==> src/rtl/banked_csr_pkg.sv <==
package banked_csr_pkg;
    typedef enum logic [2:0] {
        MD_M  = 3'd0,
        MD_HS = 3'd1,
        MD_U  = 3'd2,
        MD_VS = 3'd3,
        MD_VU = 3'd4
    } mode_t;

    localparam logic [2:0] MODE_LAST = 3'd4;

    function automatic logic guest_world(mode_t m);
        return (m == MD_VS) || (m == MD_VU);
    endfunction
endpackage

==> src/rtl/banked_csr_decode.sv <==
module banked_csr_decode
    import banked_csr_pkg::*;
#(
    parameter int          NREGS   = 4,
    parameter int          IDX_W   = 2,
    parameter logic [11:0] FG_BASE = 12'h140,
    parameter logic [11:0] BG_BASE = 12'h240
) (
    input  logic             req,
    input  logic             we,
    input  logic [11:0]      addr,
    input  mode_t            mode,
    output logic [IDX_W-1:0] idx,
    output logic             rd_fg,
    output logic             rd_bg,
    output logic             wr_fg,
    output logic             wr_bg,
    output logic             illegal
);
    localparam logic [11:0] SPAN = 12'(NREGS);

    logic [11:0] off_f, off_b;
    logic        in_f, in_b, fg_ok, bg_ok;

    always_comb begin
        off_f = addr - FG_BASE;
        off_b = addr - BG_BASE;
        in_f  = off_f < SPAN;
        in_b  = off_b < SPAN;
        unique case (mode)
            MD_M, MD_HS: begin fg_ok = 1'b1; bg_ok = 1'b1; end
            MD_VS:       begin fg_ok = 1'b1; bg_ok = 1'b0; end
            default:     begin fg_ok = 1'b0; bg_ok = 1'b0; end
        endcase
        idx     = in_f ? off_f[IDX_W-1:0] : off_b[IDX_W-1:0];
        rd_fg   = req && in_f && fg_ok;
        rd_bg   = req && in_b && bg_ok;
        wr_fg   = rd_fg && we;
        wr_bg   = rd_bg && we;
        illegal = req && !(rd_fg || rd_bg);
    end
endmodule

==> src/rtl/banked_csr_mode.sv <==
module banked_csr_mode
    import banked_csr_pkg::*;
(
    input  logic       clk,
    input  logic       rst_n,
    input  logic       mode_req,
    input  logic [2:0] mode_next,
    input  logic       sret_req,
    input  logic       tsr_en,
    output mode_t      state,
    output logic       virt,
    output logic       swap,
    output logic       sret_trap
);
    mode_t state_d;
    logic  guest_fg_q, guest_fg_d, trap_able;

    // state register
    always_ff @(posedge clk or negedge rst_n) begin
        if (!rst_n) begin
            state      <= MD_M;
            guest_fg_q <= 1'b0;
        end else begin
            state      <= state_d;
            guest_fg_q <= guest_fg_d;
        end
    end

    // transitions and outputs
    always_comb begin
        unique case (state)
            MD_HS, MD_VS:       trap_able = 1'b1;
            MD_M, MD_U, MD_VU:  trap_able = 1'b0;
            default:            trap_able = 1'b0;
        endcase
        sret_trap = sret_req && tsr_en && trap_able;
        if (sret_trap)                                state_d = MD_M;              // T_TSR
        else if (mode_req && mode_next <= MODE_LAST)  state_d = mode_t'(mode_next); // T_GOTO
        else                                          state_d = state;             // T_HOLD
        swap       = (state_d != MD_M) && (state_d != state)
                     && (guest_world(state_d) != guest_fg_q);
        guest_fg_d = swap ? ~guest_fg_q : guest_fg_q;
        virt       = guest_world(state);
    end
endmodule

==> src/rtl/banked_csr_bank.sv <==
module banked_csr_bank #(
    parameter int NREGS = 4,
    parameter int XLEN  = 32,
    parameter int IDX_W = 2
) (
    input  logic                  clk,
    input  logic                  rst_n,
    input  logic [IDX_W-1:0]      idx,
    input  logic                  rd_fg,
    input  logic                  rd_bg,
    input  logic                  wr_fg,
    input  logic                  wr_bg,
    input  logic [XLEN-1:0]       wdata,
    input  logic                  swap,
    output logic [XLEN-1:0]       rdata,
    output logic [NREGS*XLEN-1:0] fg_flat,
    output logic [NREGS*XLEN-1:0] bg_flat
);
    logic [XLEN-1:0] fg_q [NREGS];
    logic [XLEN-1:0] bg_q [NREGS];

    for (genvar i = 0; i < NREGS; i++) begin : g_pair
        logic [XLEN-1:0] fg_w, bg_w;
        always_comb begin
            fg_w = (wr_fg && idx == IDX_W'(i)) ? wdata : fg_q[i];
            bg_w = (wr_bg && idx == IDX_W'(i)) ? wdata : bg_q[i];
        end
        // the write lands first, then the pair is exchanged
        always_ff @(posedge clk or negedge rst_n) begin
            if (!rst_n) begin
                fg_q[i] <= '0;
                bg_q[i] <= '0;
            end else if (swap) begin
                fg_q[i] <= bg_w;
                bg_q[i] <= fg_w;
            end else begin
                fg_q[i] <= fg_w;
                bg_q[i] <= bg_w;
            end
        end
        assign fg_flat[i*XLEN +: XLEN] = fg_q[i];
        assign bg_flat[i*XLEN +: XLEN] = bg_q[i];
    end

    always_comb begin
        if (rd_fg)      rdata = fg_q[idx];
        else if (rd_bg) rdata = bg_q[idx];
        else            rdata = '0;
    end
endmodule

==> src/rtl/banked_csr_swap.sv <==
module banked_csr_swap
    import banked_csr_pkg::*;
#(
    parameter int NREGS = 4,
    parameter int XLEN  = 32
) (
    input  logic            clk,
    input  logic            rst_n,
    input  logic            csr_req,
    input  logic            csr_we,
    input  logic [11:0]     csr_addr,
    input  logic [XLEN-1:0] csr_wdata,
    output logic [XLEN-1:0] csr_rdata,
    output logic            csr_illegal,
    input  logic            mode_req,
    input  logic [2:0]      mode_next,
    input  logic            sret_req,
    input  logic            tsr_en,
    output logic            sret_trap,
    output logic [2:0]      cur_mode,
    output logic            virt
);
    localparam int IDX_W = (NREGS > 1) ? $clog2(NREGS) : 1;

    mode_t                  state;
    logic                   swap, rd_fg, rd_bg, wr_fg, wr_bg;
    logic [IDX_W-1:0]       idx;
    logic [NREGS*XLEN-1:0]  fg_flat, bg_flat;

    banked_csr_mode u_mode (
        .clk       (clk),
        .rst_n     (rst_n),
        .mode_req  (mode_req),
        .mode_next (mode_next),
        .sret_req  (sret_req),
        .tsr_en    (tsr_en),
        .state     (state),
        .virt      (virt),
        .swap      (swap),
        .sret_trap (sret_trap)
    );

    banked_csr_decode #(.NREGS(NREGS), .IDX_W(IDX_W)) u_dec (
        .req     (csr_req),
        .we      (csr_we),
        .addr    (csr_addr),
        .mode    (state),
        .idx     (idx),
        .rd_fg   (rd_fg),
        .rd_bg   (rd_bg),
        .wr_fg   (wr_fg),
        .wr_bg   (wr_bg),
        .illegal (csr_illegal)
    );

    banked_csr_bank #(.NREGS(NREGS), .XLEN(XLEN), .IDX_W(IDX_W)) u_bank (
        .clk     (clk),
        .rst_n   (rst_n),
        .idx     (idx),
        .rd_fg   (rd_fg),
        .rd_bg   (rd_bg),
        .wr_fg   (wr_fg),
        .wr_bg   (wr_bg),
        .wdata   (csr_wdata),
        .swap    (swap),
        .rdata   (csr_rdata),
        .fg_flat (fg_flat),
        .bg_flat (bg_flat)
    );

    assign cur_mode = state;
endmodule

==> config.mk <==
export PLATFORM = sky130hd
export DESIGN_NAME = banked_csr_swap
export DESIGN_NICKNAME = d
export VERILOG_FILES = /design/src/rtl/banked_csr_pkg.sv /design/src/rtl/banked_csr_decode.sv /design/src/rtl/banked_csr_mode.sv /design/src/rtl/banked_csr_bank.sv /design/src/rtl/banked_csr_swap.sv
export SDC_FILE = /design/constraint.sdc
export NUM_CORES = 1
export LEC_CHECK = 0
export BUFFER_PORTS_ARGS = -buffer_cell sky130_fd_sc_hd__buf_4
export CAP_MARGIN = 20
export CORE_MARGIN = 10
export CORE_UTILIZATION = 48
export CTS_CLUSTER_SIZE = 16
export DETAILED_ROUTE_END_ITERATION = 8
export GPL_TIMING_DRIVEN = 0
export PLACE_DENSITY = 0.76
export SYNTH_ARGS = -nofsm -noshare
export SYNTH_HDL_FRONTEND = slang
export SYNTH_SLANG_ARGS = --single-unit
==> constraint.sdc <==
create_clock -name clk -period 2.3 [get_ports clk]
set_input_delay 0.345 -clock clk [delete_from_list [all_inputs] [get_ports clk]]
set_output_delay 0.345 -clock clk [all_outputs]
set_load 0.02 [all_outputs]
==> results.py <==
metrics = {
    "global_route": {
        "grt_antenna_before_repair": 3,
        "grt.busiest_layer": "met2",
        "grt_use_met3_pct": 3.614,
        "overflow": 0,
        "first_global_vias": 10760,
        "gr-usage-all-layers_pct": 21.00,
        "grt_pass1_wl_um": 63200,
        "largest_net_degree_at_the_start_of_global_routing": 112,
        "use_met1_pct": 26.50,
        "met2_usage_in_global_routing_pct": 35.97,
    },
    "critical_path": {
        "r2r-end": "u_bank.bg_flat[43]",
        "setup_slack_of_the_worst_register_to_register_path_ns": -0.02,
        "cp_max_fo": 10,
        "wp_data_arrival_ns": 2.23,
        "crit-reg2reg-launch": "u_mode.state[1]",
        "crit_path_end_kind": "output port",
        "r2r.worst_path.cells": 8,
        "worst-setup-path-type": "reg -> out",
        "start_kind": "flip-flop",
        "cp_data_required_time_ns": 1.96,
    },
    "logic_synthesis": {
        "seq_area_frac_synth_pct": 44.54,
        "netlist_instances": 1104,
        "synth.lib_cells_used.distinct": 37,
        "synth_async_sr_flop_share_pct": 100.0,
        "avgSynthCellArea_sq_um": 13.23,
        "synth_area_sq_um": 14610,
        "yosysWarningCount": 0,
        "synth_nets": 1158,
        "synth_seq_cells": 260,
        "synth-edff-count": 0,
        "ys_dominant_reg_cell": "dfrtp_1",
    },
    "route": {
        "drt_first_pass_iters": 5,
        "routed_wire_length_per_instance_um": 26.28,
        "post-route-drc-count": 0,
        "drt_first_iter_violations": 577,
        "routed-via-count": 9986,
        "drt-total-wl_um": 42940,
        "antenna_left": 0,
        "route.detailed.vias_per_inst": 6.111,
    },
    "pwr": {
        "vdd_ir_drop_max_mv": 0.7098,
        "p_leak_nw": 7.441,
        "switching_share_pct": 26.02,
        "clock_power_share_pct": 41.6,
        "p_int_mw": 8.286,
        "power_density_nw_per_um2": 608.6,
        "p_comb_share_pct": 16.7,
        "seq_power_share_pct": 41.7,
        "power_switching_mw": 2.915,
    },
    "layout": {
        "fillCellCount": 2157,
        "final-seq-area_sq_um": 6510,
        "area_of_the_multi_input_gates_sq_um": 7935,
        "layout-drive-gt1-share_pct": 30.68,
        "layout.nets": 1274,
        "area_delta_synth_final_pct": 26.00,
        "postLayoutCellArea_sq_um": 18400,
    },
    "clocking": {
        "cts_buffer_depth": 3,
        "clkSinkCount": 260,
        "cts.root.buffer_cell": "clkbuf_16",
        "worst_setup_hold_path_clk_slew_ns": 0.06,
        "cts-buffers-inserted": 28,
        "cts_tree": "built",
        "clk-insertion-delay-late_ns": 0.55,
        "htreeDepth": 1,
    },
    "sta": {
        "rsz_0062_raised_after_global_routing": "true",
        "post_layout_worst_setup_margin_ns": -0.2743,
        "worst_pin_slew_ns": 0.7068,
        "finalHoldWorstSlack_ns": 0.2243,
        "max_freq_mhz": 388.5,
        "report.final.slew_viol_count": 0,
        "final.period_utilization_pct": 111.9,
        "setup_viol": 35,
        "post-route-min-period_ns": 2.574,
        "slew-limit-headroom_pct": 52.68,
        "fin_worst_skew_ns": 0.01671,
        "timing_hold_violations_final": 0,
    },
    "die": {
        "core_region_area_sq_um": 29800,
        "die_x_um": 194.4,
        "dieArea_sq_um": 37810,
        "initial_core_utilization_pct": 49.02,
        "std_cell_rows": 63,
        "boundaryPins": 92,
        "die_y_um": 194.4,
    },
    "outcome": {
        "violations": "setup timing",
        "run_status": "finished, violations left",
    },
    "place": {
        "place.gp.congestion": 0.8233,
        "dp_worst_setup_slack_ns": -1.045,
        "dpl-instance-area_sq_um": 15600,
        "hpwl_um": 25500,
        "buffers_on_ports": 59,
    },
    "flow_run": {
        "maxCapViolCount": 0,
    },
    "worst_hold_path": {
        "hold_critical_path_depth": 3,
        "hold_path.class": "in -> reg",
        "hold_path_end": "u_mode.state[1]",
        "timing.hold.worst.start": "mode_req",
    },
}
cell usage in the layout (no fill, tap or decap), types with 7 or more instances in the layout:
cell       Yosys  layout
buf_12         0      32
nor2_1         7       7
inv_1         65      64
buf_2         23       9
buf_8         16       9
mux2i_1      512     454
mux2i_2        0      49
buf_4          3      42
buf_6         11      43
clkbuf_8       0       9
clkbuf_1      51      37
o22ai_4        0      25
dfrtp_1      260     257
mux2i_4        0       9
mux4_2        64      64
clkbuf_16      0      42
timing repair:
item,4_1_cts,5_1_grt
pin swaps,25,5
hold buffers,1,0
endpoints found under the setup margin,280,279
gates cloned,4,6
gates resized for setup,190,173
buffers inserted,6,10
endpoints found under the hold margin,59,0
sequential cells by signal, indices dropped and copies added (netlist names):
signal and count:
u_bank.fg_flat 128, u_bank.bg_flat 128, u_mode.guest_fg_q 1, u_mode.state 3
area by class of cell:
cell class                      instances  share of cell area (%)
Tap cell                              390                   2.651
Sequential cell                       260                   35.37
Antenna cell                            2                 0.02719
Buffer                                110                   7.016
Timing Repair Buffer                   87                   5.282
Inverter                               65                   1.339
Clock inverter                          9                  0.5303
Multi-Input combinational cell        668                   43.12
Clock buffer                           43                   4.664
cells in the mapped netlist (6+ instances only):
library cell	instances	area share, %
and3_1	6	0.26
buf_1	8	0.21
buf_2	23	0.79
buf_6	11	0.85
buf_8	16	1.6
clkbuf_1	51	1.3
dfrtp_1	260	45
inv_1	65	1.7
mux2i_1	512	35
mux4_2	64	9.9
nand2_1	7	0.18
nand2b_1	6	0.26
nor2_1	7	0.18
o22ai_1	32	1.4
per-layer routing:
layer	up-vias	wire length, um
met2	341	21630
met4	2	1391
met3	92	2266
li1	4270	-
met1	5281	17640
met5	-	13
worst max path at each step:
| stage | startpoint | cells after the start | endpoint |
|---|---|---|---|
| 6_report | u_mode.state[1] | 6 | csr_rdata[26] |
| 5_1_grt | u_mode.state[1] | 6 | csr_rdata[29] |
| 4_1_cts | u_mode.state[2] | 7 | csr_rdata[19] |
| 3_5_place_dp | csr_addr[4] | 8 | csr_rdata[19] |
| 3_3_place_gp | rst_n | 1 | u_bank.fg_flat[80] |
| 2_1_floorplan | csr_addr[0] | 5 | csr_rdata[0] |
metrics by stage:
| stage | TNS (ns) | util [%] | cells | total power, mW |
|---|---|---|---|---|
| after floorplan | 0 | - | 1104 | 5.782 |
| after global placement | -517.82 | 52.15 | 1553 | 6.229 |
| after detailed placement | -189.88 | 52.36 | 1555 | 6.261 |
| after CTS | -8.948 | 58.64 | 1618 | 10.96 |
| after global routing | -15.77 | 61.77 | 1634 | 11.51 |
| final | -7.531 | 61.77 | 1634 | 11.20 |
critical path, cell delays in order, from the launching register on:
cell and delay, ns:
dfrtp_2 0.45, nor2b_2 0.18, nor3_4 0.26, nand2_4 0.18, clkbuf_16 0.29, o22ai_1 0.15, buf_4 0.17
kinds of logic after synthesis:
| family | share of synthesized area, % |
|---|---|
| buffers and inverters | 6.622 |
| AOI/OAI and AO/OA | 2.022 |
| and+or+nand+nor | 1.782 |
| DFF | 44.54 |
| muxes | 45.03 |
power by group through the flow:
stage	Sequential (mW)	Clock (mW)	Combinational (mW)
after global placement	4.75	0	1.48
after global routing	4.67	4.89	1.94
after CTS	4.67	4.70	1.60
after detailed placement	4.75	0	1.51
final	4.67	4.65	1.88
after floorplan	4.75	0	1.03
Note: power is estimated with default switching activity, not from simulation.
